--- config.mk ---
export PLATFORM = sky130hd
export DESIGN_NAME = node_task_sched
export DESIGN_NICKNAME = d
export VERILOG_FILES = /design/src/rtl/nts_pkg.sv /design/src/rtl/nts_first_set.sv /design/src/rtl/nts_store.sv /design/src/rtl/node_task_sched.sv
export SDC_FILE = /design/constraint.sdc
export NUM_CORES = 1
export LEC_CHECK = 0
export ABC_AREA = 1
export CORE_ASPECT_RATIO = 0.7
export CORE_UTILIZATION = 45
export CTS_CLUSTER_DIAMETER = 80
export DETAILED_ROUTE_END_ITERATION = 16
export DONT_BUFFER_PORTS = 1
export HOLD_SLACK_MARGIN = 0.08
export PLACE_DENSITY = 0.58
export SLEW_MARGIN = 20
export SYNTH_ARGS = -nofsm -noshare
export SYNTH_HDL_FRONTEND = slang
export SYNTH_HIERARCHICAL = 1
export SYNTH_SLANG_ARGS = --single-unit
--- constraint.sdc ---
create_clock -name clk -period 8.7 [get_ports clk]
set_input_delay 2.61 -clock clk [delete_from_list [all_inputs] [get_ports clk]]
set_output_delay 2.61 -clock clk [all_outputs]
set_load 0.05 [all_outputs]
--- src/rtl/nts_pkg.sv ---
// Package: shared defaults for the node task scheduler.
// Assumes: every parameter of the scheduler is derived from these values.
package nts_pkg;
    localparam int NTS_PARTS   = 8;
    localparam int NTS_ENTRIES = 8;
    localparam int NTS_UNITS   = 2;
    localparam int NTS_ID_W    = 8;
endpackage

--- src/rtl/nts_first_set.sv ---
// Module: lowest-index finder over a request vector.
// Does: reports whether any bit is set and the index of the lowest set bit.
// Assumes: lower index means higher priority (older queue slot).
module nts_first_set #(
    parameter int N     = 8,
    parameter int IDX_W = $clog2(N)
) (
    input  logic [N-1:0]     req,
    output logic             found,
    output logic [IDX_W-1:0] idx
);
    // Scan from the top so the lowest set bit is the one that sticks.
    always_comb begin
        found = 1'b0;
        idx   = '0;
        for (int i = N - 1; i >= 0; i--) begin
            if (req[i]) begin
                found = 1'b1;
                idx   = IDX_W'(i);
            end
        end
    end
endmodule

--- src/rtl/nts_store.sv ---
// Module: compacting job queue.
// Does: holds jobs in insertion order (slot 0 oldest). Removing a slot shifts
//       younger jobs down, and inserts go to the tail.
// Assumes: ins_en only when not full; run_idx points to a valid waiting slot;
//          rm_idx points to a valid running slot distinct from run_idx.
module nts_store #(
    parameter int N     = 8,
    parameter int PARTS = 8,
    parameter int ID_W  = 8,
    parameter int IDX_W = $clog2(N),
    parameter int CNT_W = $clog2(N + 1)
) (
    input  logic                     clk,
    input  logic                     rst_n,
    input  logic                     ins_en,
    input  logic [ID_W-1:0]          ins_id,
    input  logic [PARTS-1:0]         ins_mask,
    input  logic                     run_en,
    input  logic [IDX_W-1:0]         run_idx,
    input  logic                     rm_en,
    input  logic [IDX_W-1:0]         rm_idx,
    output logic [N-1:0]             vld,
    output logic [N-1:0]             run,
    output logic [N-1:0][ID_W-1:0]   ids,
    output logic [N-1:0][PARTS-1:0]  masks,
    output logic [CNT_W-1:0]         cnt
);
    logic [N-1:0]            vld_n, run_n;
    logic [N-1:0][ID_W-1:0]  ids_n;
    logic [N-1:0][PARTS-1:0] masks_n;
    logic [CNT_W-1:0]        cnt_n, tail;

    // Next queue contents: mark the launch, compact out the removal, append.
    always_comb begin
        vld_n   = vld;
        run_n   = run;
        ids_n   = ids;
        masks_n = masks;
        if (run_en) run_n[run_idx] = 1'b1;
        if (rm_en) begin
            for (int i = 0; i < N - 1; i++) begin
                if (IDX_W'(i) >= rm_idx) begin
                    vld_n[i]   = vld_n[i+1];
                    run_n[i]   = run_n[i+1];
                    ids_n[i]   = ids_n[i+1];
                    masks_n[i] = masks_n[i+1];
                end
            end
            vld_n[N-1] = 1'b0;
            run_n[N-1] = 1'b0;
        end
        tail  = cnt - CNT_W'(rm_en);
        cnt_n = tail + CNT_W'(ins_en);
        if (ins_en) begin
            vld_n[tail[IDX_W-1:0]]   = 1'b1;
            run_n[tail[IDX_W-1:0]]   = 1'b0;
            ids_n[tail[IDX_W-1:0]]   = ins_id;
            masks_n[tail[IDX_W-1:0]] = ins_mask;
        end
    end

    // Queue state registers.
    always_ff @(posedge clk) begin
        if (!rst_n) begin
            vld   <= '0;
            run   <= '0;
            ids   <= '0;
            masks <= '0;
            cnt   <= '0;
        end else begin
            vld   <= vld_n;
            run   <= run_n;
            ids   <= ids_n;
            masks <= masks_n;
            cnt   <= cnt_n;
        end
    end
endmodule

--- src/rtl/node_task_sched.sv ---
// Module: conflict-aware node task scheduler (top).
// Does: launches the oldest waiting job whose partitions are idle, at most one
//       per cycle and never beyond the score-unit count. Partitions are reserved
//       on launch and released on completion.
// Assumes: node IDs of running jobs are unique; a completion frees the lowest
//          matching running slot.
module node_task_sched #(
    parameter int NUM_PARTS       = nts_pkg::NTS_PARTS,
    parameter int NUM_ENTRIES     = nts_pkg::NTS_ENTRIES,
    parameter int NUM_SCORE_UNITS = nts_pkg::NTS_UNITS,
    parameter int ID_W            = nts_pkg::NTS_ID_W
) (
    input  logic                 clk,
    input  logic                 rst_n,
    input  logic                 ins_valid,
    input  logic [ID_W-1:0]      ins_node_id,
    input  logic [NUM_PARTS-1:0] ins_mask,
    output logic                 ins_full,
    output logic                 disp_valid,
    output logic [ID_W-1:0]      disp_node_id,
    output logic [NUM_PARTS-1:0] disp_mask,
    input  logic                 done_valid,
    input  logic [ID_W-1:0]      done_node_id,
    output logic [NUM_PARTS-1:0] busy_mask
);
    localparam int IDX_W = (NUM_ENTRIES > 1) ? $clog2(NUM_ENTRIES) : 1;
    localparam int CNT_W = $clog2(NUM_ENTRIES + 1);

    logic [NUM_ENTRIES-1:0]                vld, run, elig, hit;
    logic [NUM_ENTRIES-1:0][ID_W-1:0]      ids;
    logic [NUM_ENTRIES-1:0][NUM_PARTS-1:0] masks;
    logic [CNT_W-1:0]                      cnt, run_cnt;
    logic                                  pick_found, hit_found, ins_en, slot_free;
    logic [IDX_W-1:0]                      pick_idx, hit_idx;
    logic [NUM_PARTS-1:0]                  busy_n;

    assign ins_full  = (cnt == CNT_W'(NUM_ENTRIES));
    assign ins_en    = ins_valid && !ins_full;

    // Count running jobs to enforce the score-unit limit.
    always_comb begin
        run_cnt = '0;
        for (int i = 0; i < NUM_ENTRIES; i++)
            run_cnt = run_cnt + CNT_W'(vld[i] & run[i]);
    end

    assign slot_free = (run_cnt < CNT_W'(NUM_SCORE_UNITS));

    // Per-slot launch eligibility and completion match.
    generate
        for (genvar g = 0; g < NUM_ENTRIES; g++) begin : g_slot
            assign elig[g] = vld[g] && !run[g] && slot_free
                             && ((masks[g] & busy_mask) == '0);
            assign hit[g]  = done_valid && vld[g] && run[g]
                             && (ids[g] == done_node_id);
        end
    endgenerate

    nts_first_set #(.N(NUM_ENTRIES), .IDX_W(IDX_W)) u_pick (
        .req(elig), .found(pick_found), .idx(pick_idx));

    nts_first_set #(.N(NUM_ENTRIES), .IDX_W(IDX_W)) u_hit (
        .req(hit), .found(hit_found), .idx(hit_idx));

    nts_store #(
        .N(NUM_ENTRIES), .PARTS(NUM_PARTS), .ID_W(ID_W),
        .IDX_W(IDX_W), .CNT_W(CNT_W)
    ) u_store (
        .clk(clk), .rst_n(rst_n),
        .ins_en(ins_en), .ins_id(ins_node_id), .ins_mask(ins_mask),
        .run_en(pick_found), .run_idx(pick_idx),
        .rm_en(hit_found), .rm_idx(hit_idx),
        .vld(vld), .run(run), .ids(ids), .masks(masks), .cnt(cnt)
    );

    // Next busy mask: release the finished job, reserve the launched one.
    always_comb begin
        busy_n = busy_mask;
        if (hit_found)  busy_n = busy_n & ~masks[hit_idx];
        if (pick_found) busy_n = busy_n | masks[pick_idx];
    end

    // Busy mask and one-cycle launch strobe registers.
    always_ff @(posedge clk) begin
        if (!rst_n) begin
            busy_mask    <= '0;
            disp_valid   <= 1'b0;
            disp_node_id <= '0;
            disp_mask    <= '0;
        end else begin
            busy_mask  <= busy_n;
            disp_valid <= pick_found;
            if (pick_found) begin
                disp_node_id <= ids[pick_idx];
                disp_mask    <= masks[pick_idx];
            end
        end
    end
endmodule

; Word-level counts from Yosys, hierarchy flattened
; Index checks and enable logic that the tools add are counted.
[word_totals]
reg_bits = 173
input_bits = 28
out_inout_bits = 26
[classes]
n_addsub = 9
n_lt_le_gt_ge = 13
n_eq_ne = 9
n_mux = 85
n_bitwise = 23
n_reduce_logical = 68
[op_table]
columns = operator, count
row1 = $mux 56, 4
row2 = $mux 8, 25
row3 = $bwmux 64, 2
row4 = $and 8x8->8, 10
row5 = $bmux 8 s3, 3
row6 = $eq 8x8->1, 8
row7 = $logic_not 8->1, 8
row8 = $logic_and 1x1->1, 51
row9 = $mux 3, 16
row10 = $mux 1, 32
row11 = $demux 8 s3, 1
row12 = $or 8x8->8, 3
row13 = $add 4x1->4, 5
row14 = $not 8->8, 2
row15 = $lt 3x4->1 const B, 3
row16 = $ge 3x3->1 const A, 3
row17 = $logic_not 1->1, 9
row18 = $and 1x1->1, 8
row19 = $demux 1 s3, 2
row20 = $ge 1x3->1 const A, 2
row21 = $ge 2x3->1 const A, 2
row22 = $ge 3x1->1 const B, 2
row23 = $add 3x1->4, 1
row24 = $eq 4x4->1 const B, 1
row25 = other kinds (4), 4

; Depth between registers and ports, before layout
; Gate-level depths: netlist (run 1).
[logic_depth]
ltp_word = 29
ltp_mapped = 25

; Modules after synthesis
; The synthesis (run 1) kept the hierarchy.
[modules_own_cells]
columns = module, instances, cells_per_inst, area_per_inst_um2, seq_area_each_um2
row1 = nts_store, 1, 1176, 7343.3, 2962.8
row2 = node_task_sched, 1, 789, 4276.6, 500.5
row3 = nts_first_set, 2, 22, 98.8, 0.0

; Least setup slack after synthesis (run 1)
; No wires, ideal clock.
[synth_timing]
path_kind = input-to-reg
start = input port done_node_id[2]
end = register u_store/ids[48] in the netlist's numbering
setup_ns = 0.116
arrival_time_ns = 5.008
t_required_ns = 8.584
setup_slack_ns = 3.576
stages = 17
path_cell_list = buf_2 -> inv_1 -> o22ai_1 -> nor2_1 -> nand3_1 -> nor2_1 -> or2_1 -> nor3_2 -> nand2_1 -> ha_1 -> ha_1 -> buf_4 -> inv_1 -> nand3_2 -> clkbuf_1 -> o21ai_0 -> nor2_1
[synth_between]
elab_chain_len = 17
elab_cells_between_ends = 43
cone_classes = 1 x add/sub / 3 x order compare / 8 x eq/ne / 22 x mux / 9 x reduce/logical
[synth_rtl]
columns = element, line_no
row1 = from (decl), node_task_sched.sv:23  ; input logic [ID_W-1:0] done_node_id,
row2 = $eq 8x8->1 *, node_task_sched.sv:55  ; && (ids[g] == done_node_id);
row3 = $logic_and 1x1->1 *, node_task_sched.sv:55
row4 = named net hit[7], node_task_sched.sv:29  ; logic [NUM_ENTRIES-1:0] vld, run, elig, hit;
row5 = $mux 1 * (8 in a row), nts_first_set.sv:17  ; if (req[i]) begin
row6 = named net hit_found, node_task_sched.sv:33  ; logic pick_found, hit_found, ins_en, slot_free;
row7 = $sub 4x1->4, nts_store.sv:52  ; tail = cnt - CNT_W'(rm_en);
row8 = $lt 3x4->1 (not written as such) or $ge 3x1->1 (tied branches), nts_store.sv:57  ; ids_n[tail[IDX_W-1:0]] = ins_id;
row9 = $logic_and 1x1->1 (not written as such), nts_store.sv:57
row10 = $mux 8 (not written as such), nts_store.sv:57
row11 = $demux 8 s3, --
row12 = $bwmux 64, nts_store.sv:57
row13 = $mux 56 *, nts_store.sv:54  ; if (ins_en) begin
row14 = to (signal assigned), nts_store.sv:73  ; ids <= ids_n;
row15 = to (decl), nts_store.sv:24  ; output logic [N-1:0][ID_W-1:0] ids,
; Mark *: on every way through the listed nets, which the timed path passes. The rest lies on a longest branch.
; A chain may end at the register's enable or synchronous reset.

; Final worst setup path (run 1)
[layout_timing]
start = input port done_node_id[4]
end = register u_store/masks[37] in the netlist's numbering
[layout_between]
elab_cells_between_ends = 43
cone_classes = 1 x add/sub / 3 x order compare / 8 x eq/ne / 22 x mux / 9 x reduce/logical
[layout_lines]
columns = element, line_no
row1 = $eq 8x8->1 *, node_task_sched.sv:55
row2 = $logic_and 1x1->1 *, node_task_sched.sv:55
row3 = named net hit[6], node_task_sched.sv:29
row4 = $mux 1 * (7 in a row), nts_first_set.sv:17
row5 = named net hit_found, node_task_sched.sv:33
row6 = $sub 4x1->4, nts_store.sv:52
row7 = $lt 3x4->1 (not written as such) or $ge 3x1->1 (tied branches), nts_store.sv:58  ; masks_n[tail[IDX_W-1:0]] = ins_mask;
row8 = $logic_and 1x1->1 (not written as such), nts_store.sv:58
row9 = $mux 8 (not written as such), nts_store.sv:58
row10 = $demux 8 s3, --
row11 = $bwmux 64, nts_store.sv:58
row12 = $mux 56 *, nts_store.sv:54
row13 = to (signal assigned), nts_store.sv:74  ; masks <= masks_n;
row14 = to (decl), nts_store.sv:25  ; output logic [N-1:0][PARTS-1:0] masks,
; Marked as above.

==> out/results.md, run 1 <==
| Group | Metric | This run |
|---|---|---|
| outcome | Status | finished, final reports clean |
| route | Post-detailed-route count of antenna-violating nets | 0 |
| critical path | Capture point of the worst reg-to-reg path | busy_mask[0] |
| grt | GRT Overall Usage | 34.98% |
| placement | Post-detailed-placement cell area | 0.01173 mm² |
| pwr | Power density over the cells | 165.2 mW/mm² |
| critical path | Data arrival at the endpoint of the critical path | 6910 ps |
| critical path | Crit path capture | u_store/masks[37] |
| final layout | Final standard cell area without fillers | 0.01231 mm² |
| final layout | Fin nets | 1963 |
| route | Vias after detailed routing | 12860 |
| grt | Wire length of the first global-routing pass | 69300 µm |
| route | Number of DRC markers in iteration 0 | 1776 |
| clocking | Cell at the root of the clock tree | clkbuf_16 |
| placement | Routability congestion estimate | 0.9616 |
| timing | Worst slew margin | 23.20% |
| critical path | Depth of the worst register-to-register path | 23 |
| critical path | Maximum fanout encountered on the critical timing path | 34 |
| clocking | CTS sink cnt | 173 |
| critical path | Worst Path Class, Setup | primary input to register |
| route | Number of vias per cell after detailed routing | 5.669 |
| placement | I/O Buffers | 0 |
| synthesis | Post-Synth Simple-Gate Area | 40.07% |
| synthesis | Mux contribution to synthesized area | 0% |
| synthesis | Synthesized-area fraction occupied by adder cells | 1.313% |
| clocking | CTS Buffer Depth | 2 |
| synthesis | Synth warn | 6 |
| critical path | R2r startpoint | u_store/vld[1] |
| die | Initial core utilization | 45.89% |
| final layout | Area overhead of the layout relative to synthesis | 4.172% |
| synthesis | Largest family of logic cells by synthesized area | simple AND/OR/NAND/NOR gates |
| synthesis | Post-Synthesis Cell Area | 0.01182 mm² |
| critical path | Launch point of the critical path | done_node_id[4] |
| final layout | Most used cells in the layout excluding fill and tap cells | 525 x nand2_1, 395 x nor2_1, 226 x inv_1 |
| synthesis | Share of synthesized registers carrying an async set or reset | 0% |
| die | Die outline width | 195.7 µm |
| final layout | Diode insertion count for antenna repair | 0 |
| timing | Total negative setup slack | 0 ps |
| clocking | # H-tree levels | 4 |
| timing | Final clock period utilization by the worst path | 75.53% |
| clocking | Clk_lat worst skew | 460 ps |
| die | Count of standard-cell rows | 49 |
| clocking | Clock-pin slew on the worst setup and hold paths | 70 ps |
| critical path | Endpoint required time on the critical path | 9030 ps |
| die | Core Box Area | 0.02575 mm² |
| timing | Minimum period implied by the final worst setup slack | 6571 ps |
| timing | Total count of max-transition violations in the final report | 0 |
| final layout | Multi-input combinational cell area | 0.006842 mm² |
| timing | Highest clock frequency the design can meet | 0.1522 GHz |
| clocking | Hold Buf Count CTS | 0 |
| synthesis | Number of synthesized register bits | 173 |
| final layout | Storage element area | 0.003463 mm² |
| final layout | Share of cells above drive strength 1 | 4.180% |
| synthesis | Post-synth net total | 2047 |
| grt | Via count of the first global-routing pass | 10940 |
| die | I/O Pins | 54 |
| synthesis | Mean area per synthesized cell | 5.882 µm² |
| critical path | Setup slack of the most critical reg-to-reg path | 2980 ps |
| route | First-pass detailed-route iteration total | 5 |
| timing | Number of endpoints with negative hold slack in the final report | 0 |
| synthesis | Number of flops mapped to enable cells by yosys | 0 |
| final layout | Post-layout utilization of the core | 47.81% |
| critical path | Launching element type of the critical path | primary input |
| route | DRT Wirelength | 46570 µm |
| timing | Worst Max-Slew Pin Slew | 1148 ps |
| route | Residual DRC | 0 |
| route | Average wire length per cell after detail routing | 20.52 µm |
| min path | Worst hold path class | register to register |
| die | Total Die Area | 0.02692 mm² |
| die | Vertical extent of the die | 137.6 µm |
| synthesis | Share of the synthesized netlist area taken by xor and xnor gates | 2.149% |
| synthesis | Count of mapped cells out of synthesis | 2009 |
| job | MaxCap Viol Count | 0 |
| clocking | Total of cells resized after clock tree synthesis | 0 |
| synthesis | Count of unique library cells instantiated by Yosys | 44 |
| clocking | TritonCTS clock tree | yes |
| timing | Post-route clock skew | 11.16 ps |
| critical path | Category of the worst setup path capture point | register |
| timing | RSZ-0062 raised after global routing | no |
| timing | Final Setup Violations | 0 |
| timing | Hold Worst Slack | 526.2 ps |
| pwr | Peak ir drop on the vdd network | 138.1 µV |
| synthesis | Compound-Gate Fraction of Synth Area | 13.99% |
| clocking | Setup repair bufs after CTS | 0 |
| placement | Detailed-placement wirelength estimate | 30250 µm |
| clocking | Total CTS buffers | 17 |
| synthesis | Post-synthesis sequential area ratio | 29.31% |
| grt | Maximum number of pins on one net before global-route repair | 154 |
| pwr | Leak Pwr | 5.230 nW |
| pwr | Overall power consumption | 0.002034 W |
| grt | Total overflow reported by the global router | 0 |
| synthesis | Post-synth top flop | dfxtp_1 |
| final layout | Most common library cell in the layout ignoring fill and taps | nand2_1 |
| final layout | Number of fill cells | 2755 |
| grt | Antenna violations before repair | 3 |
[worst min path at each step]
stage / start / slack [ps] / cells past startpoint / endpoint
after floorplan: u_store/vld[7] / 470 / 2 / u_store/vld[7]
after CTS: u_store/vld[7] / 520 / 2 / u_store/vld[7]
after detailed placement: u_store/masks[56] / 510 / 2 / u_store/masks[56]
after global routing: u_store/vld[7] / 550 / 2 / u_store/vld[7]
after global placement: u_store/vld[7] / 500 / 2 / u_store/vld[7]
final: u_store/masks[56] / 530 / 2 / u_store/masks[56]
[registers in the layout, indices dropped and copies added (netlist names)]
register and count:
u_store/ids 64, u_store/masks 64, busy_mask 8, disp_mask 8
disp_node_id 8, u_store/run 8, u_store/vld 8, u_store/cnt 4
disp_valid 1
[through the flow]
| step | instances | worst slack (ps) |
|---|---|---|
| floorplan | 2009 | 3576 |
| global placement | 2237 | 1982 |
| detailed placement | 2237 | 1866 |
| CTS | 2269 | 2335 |
| global route | 2269 | 1944 |
| finish | 2269 | 2129 |
[cells by family after synthesis]
logic type / after synthesis
AO/OA/AOI/OAI: 288
AND/OR/NAND/NOR: 1154
adder cells (fa/ha/maj): 10
XOR/XNOR: 29
flip-flops: 173
buffers and inverters: 355
[worst max-delay path, cell delays in order]
cell and delay (ps):
inv_1 270, nand2_1 80, o21ai_0 90, a211oi_1 60, nand3_1 90, nor2_1 50
or2_1 230, nor3_2 140, nand2_1 590, ha_1 590, nand2_1 120, inv_2 550
nand3_2 850, o21ai_0 470, nor2_1 80
[Yosys cell counts (2+ instances only)]
master    number  area, µm²
nand2_2        4      25.02
a21oi_2        6      52.55
buf_1          9      33.78
a21oi_1       58      290.3
clkbuf_1      28      105.1
buf_4          9      67.56
ha_1           6      75.07
buf_6         14      157.7
or2_1          2      12.51
nand2_1      525       1971
buf_2         59      295.3
xor2_1         6      52.55
o22ai_1       18      112.6
a221oi_1       7      61.31
nor2_1       395       1483
nand4_1       14      87.58
o21bai_1       6      45.04
nand3_2        3      30.03
inv_1        226      848.3
a22o_1         6      52.55
nor3_2         3      30.03
nor3_1         4      20.02
a31oi_1        4      25.02
fa_1           4      80.08
nor2_2         2      12.51
o21ai_1       19      95.09
nand3_1      195      975.9
o211ai_1      28      210.2
o21ai_0      129      645.6
inv_2          9      33.78
xnor2_1       23      201.4
a211oi_1       4      30.03
dfxtp_1      173       3463
[per-layer routing]
metal	wire length, µm	GRT usage [%]	vias up
li1	-	-	6162
met1	22210	53.12	5955
met2	17820	46.77	704
met3	5963	10.97	43
met4	575	7.639	0
met5	0	0	-
[report_power, final]
part           internal [W]  total (W)  switching [W]
Combinational     0.0000984   0.000290       0.000191
Sequential         0.000834   0.000954       0.000120
Clock              0.000453   0.000791       0.000338
Total               0.00138    0.00203       0.000650
[layout make-up]
type                            count  area share (%)
Multi-Input combinational cell   1481           55.57
Sequential cell                   173           28.13
Inverter                          235           7.165
Clock buffer                       26           4.055
Tap cell                          331           3.364
Timing Repair Buffer               17           1.037
Clock inverter                      6          0.6708
Power figures use the tool's default switching activity.
==> run 2, diff against run 1 <==
--- a/config.mk
+++ b/config.mk
@@ -12,7 +12,7 @@
 export DETAILED_ROUTE_END_ITERATION = 16
 export DONT_BUFFER_PORTS = 1
 export HOLD_SLACK_MARGIN = 0.08
-export PLACE_DENSITY = 0.58
+export PLACE_DENSITY = 0.6
 export SLEW_MARGIN = 20
 export SYNTH_ARGS = -nofsm -noshare
 export SYNTH_HDL_FRONTEND = slang
==> constraint.sdc (replaced) <==
create_clock -name clk -period 5.68 [get_ports clk]
set_input_delay 1.704 -clock clk [delete_from_list [all_inputs] [get_ports clk]]
set_output_delay 1.704 -clock clk [all_outputs]
set_load 0.05 [all_outputs]
==> run 2 against run 1 <==
  * Count of clock-buffer cells in the layout is 4 lower
  * Die area stayed put
  * Hold slack worse by 1.3 ps
  * Utilization is 0.56 points higher
  * Critical path depth is 7 higher
  * Routed wire length is 0.51% lower
  * Non-clock buffer count is 16 higher
  * Worst setup slack worse by 1700 ps
  * Sequential power is 53% higher
  * First-iteration DRC count is 12% lower
  * Cell area is 1.2% higher
  * Critical path type is now register to register
==> out/results.md, run 2 (synthesis gave the netlist of run 1 again) <==
| Group | Metric | This run | Change |
|---|---|---|---|
| placement | Post-detailed-placement cell area | 0.01187 mm² | +1.2% |
| critical path | Number of stages on the worst setup path | 22 | +7 |
| clocking | TritonCTS clock tree | yes |  |
| final layout | Share of cells above drive strength 1 | 5.220% | +1.0 points |
| clocking | Total CTS buffers | 17 | unchanged |
| min path | Worst hold path class | register to register |  |
| die | Die outline width | 195.7 µm | unchanged |
| route | DRT Wirelength | 46330 µm | -0.51% |
| route | Number of DRC markers in iteration 0 | 1566 | -12% |
| die | Core Box Area | 0.02575 mm² | unchanged |
| placement | Routability congestion estimate | 0.9792 | +1.8% |
| pwr | Part of the total power dissipated in the clock network | 39.0% | about the same |
| die | I/O Pins | 54 | unchanged |
| grt | Maximum number of pins on one net before global-route repair | 154 | unchanged |
| final layout | Diode insertion count for antenna repair | 0 | unchanged |
| timing | Worst slew margin | 38.32% | +15 points |
| timing | Final clock period utilization by the worst path | 92.05% |  |
| final layout | Largest registers ranked by flip-flop count | u_store/ids (64), u_store/masks (64) |  |
| die | Count of standard-cell rows | 49 | unchanged |
| outcome | Status | finished, final reports clean |  |
| final layout | Number of cells in the finished layout apart from fillers | 2285 | +0.71% |
| critical path | Worst Path Class, Setup | register to register |  |
| pwr | Internal power of the cells | 0.002114 W | +53% |
| route | Residual DRC | 0 | unchanged |
| timing | Total count of max-transition violations in the final report | 0 | unchanged |
| route | Vias after detailed routing | 12720 | -1.1% |
| pwr | NetSw | 0.001009 W | +55% |
| clocking | # H-tree levels | 4 | unchanged |
| critical path | CP Cell Sequence | nand2_1 -> fa_1 -> fa_1 -> inv_1 -> fa_1 -> nand2_1 -> fa_1 -> xor2_1 -> o2111ai_1 -> nor2_1 -> inv_1 -> nand2_1 -> nand2_1 -> nand2_1 -> nand2_1 -> a21oi_4 -> buf_4 -> a21oi_1 -> o21ai_0 -> nand3_1 -> nand3_1 -> a21oi_1 |  |
| final layout | Most used cells in the layout excluding fill and tap cells | 525 x nand2_1, 394 x nor2_1, 226 x inv_1 |  |
| route | First-pass detailed-route iteration total | 6 | +1 |
| job | MaxCap Viol Count | 0 | unchanged |
| critical path | Launching element type of the critical path | register |  |
| critical path | Setup slack of the most critical reg-to-reg path | 450 ps | -2530 ps |
| placement | Detailed-placement wirelength estimate | 31670 µm | +4.7% |
| die | Vertical extent of the die | 137.6 µm | unchanged |
| pwr | Switching power as a share of total power | 32.31% | +0.38 points |
| timing | Worst Max-Slew Pin Slew | 924.0 ps | -223.8 ps |
| timing | Number of endpoints with negative hold slack in the final report | 0 | unchanged |
| clocking | Total of cells resized after clock tree synthesis | 0 | unchanged |
| timing | Final Setup Violations | 0 | unchanged |
| route | Average wire length per cell after detail routing | 20.28 µm | -1.2% |
| critical path | Depth of the worst register-to-register path | 22 | -4.3% |
| final layout | Final standard cell area without fillers | 0.01246 mm² | +1.2% |
| pwr | Sequential power share | 46.9% | about the same |
| timing | Post-route clock skew | 9.813 ps | -1.350 ps |
| placement | I/O Buffers | 0 | unchanged |
| timing | Minimum period implied by the final worst setup slack | 5229 ps |  |
| critical path | Worst path most repeated cell | nand2_1 |  |
| min path | Worst Hold Depth | 2 | unchanged |
| critical path | Worst path bufs/invs | 3 | +1 |
| route | Post-detailed-route count of antenna-violating nets | 0 | unchanged |
| pwr | Leak Pwr | 5.312 nW | +1.6% |
| clocking | Hold Buf Count CTS | 0 | unchanged |
| pwr | Power density over the cells | 250.7 mW/mm² | +52% |
| clocking | Cell at the root of the clock tree | clkbuf_16 |  |
| critical path | Crit-path slowest cell | fa_1 |  |
| pwr | Peak ir drop on the vdd network | 192.3 µV | +39% |
| pwr | Overall power consumption | 0.003123 W | +54% |
| critical path | Dominant delay contributor by cell family on the critical path | adder cells |  |
| final layout | Post-layout utilization of the core | 48.37% | +0.56 points |
| grt | GRT Overall Usage | 34.62% | -0.36 points |
| grt | Wire length of the first global-routing pass | 68700 µm | -0.87% |
| grt | Antenna violations before repair | 0 | -3 |
| pwr | Portion of total power attributed to combinational logic | 14.1% | about the same |
| critical path | Maximum fanout encountered on the critical timing path | 27 | -21% |
| clocking | Clk_lat worst skew | 460 ps | about the same |
| clocking | Clock-pin slew on the worst setup and hold paths | 70 ps | about the same |
| final layout | Most common library cell in the layout ignoring fill and taps | nand2_1 |  |
| final layout | Area overhead of the layout relative to synthesis | 5.400% |  |
| clocking | Setup repair bufs after CTS | 0 | unchanged |
| timing | Total negative setup slack | 0 ps | unchanged |
| die | Total Die Area | 0.02692 mm² | unchanged |
| timing | Highest clock frequency the design can meet | 0.1913 GHz |  |
| route | Number of vias per cell after detailed routing | 5.566 | -1.8% |
| critical path | Data arrival at the endpoint of the critical path | 5550 ps | -1360 ps |
| critical path | Category of the worst setup path capture point | register |  |
| critical path | Delay contributed by the slowest stage of the critical path | 540 ps | -310 ps |
| timing | RSZ-0062 raised after global routing | no |  |
| final layout | Fin nets | 1979 | +0.82% |
| critical path | Endpoint required time on the critical path | 6010 ps | -3020 ps |
| grt | Total overflow reported by the global router | 0 | unchanged |
| clocking | CTS Buffer Depth | 2 | unchanged |
| die | Initial core utilization | 45.89% | unchanged |
| placement | Placed cell count | 2253 | +0.72% |
| clocking | CTS sink cnt | 173 | unchanged |
| grt | Via count of the first global-routing pass | 10910 | -0.26% |
-- run 2: cell count changes in the layout (fill, tap and decap cells not counted), sizes merged --
cell,before,now
clkbuf,26,22
clkinvlp,1,2
inv,235,236
clkinv,3,5
buf,17,33
-- run 2: power by group through the flow --
stage | registers, W | logic (W) | clock network, W
finish | 0.00146 | 0.000439 | 0.00122
global route | 0.00147 | 0.000495 | 0.00127
CTS | 0.00146 | 0.000432 | 0.00123
detailed placement | 0.00149 | 0.000429 | 0
global placement | 0.00149 | 0.000424 | 0
floorplan | 0.00144 | 0.000374 | 0
-- run 2: worst min-delay path, cell delays in order, from the launching register on --
cell and delay [ps]:
dfxtp_1 340, nor2_1 100, nor2_1 50
-- run 2: area by class of cell --
type	count	area [µm²]
Fill cell	2722	13290
Multi-Input combinational cell	1481	6849
Sequential cell	173	3463
Inverter	235	882.1
Clock buffer	22	474.2
Tap cell	331	414.1
Timing Repair Buffer	33	260.3
Clock inverter	10	112.6
-- run 2: worst paths after layout --
| kind | to | startpoint |
|---|---|---|
| setup / recovery | busy_mask[3] | u_store/vld[1] |
| hold / removal | u_store/masks[59] | u_store/masks[59] |
| setup reg to reg | busy_mask[3] | u_store/vld[1] |
| hold reg to reg | u_store/masks[59] | u_store/masks[59] |
-- run 2: stage by stage --
step | hold slack (ps) | setup slack, ps
after global placement | 513.4 | 603.5
final | 524.9 | 451.3
after global routing | 555.3 | 88.90
after detailed placement | 512.9 | 516.4
after floorplan | 470.9 | 1241
after CTS | 523.0 | 511.5
-- run 2: metal layers --
layer / GRT usage, % / part of all wire (%)
met4: 6.988 / 1.1
met5: 0 / 0
met1: 53.52 / 49
met2: 46.90 / 38
met3: 8.935 / 12
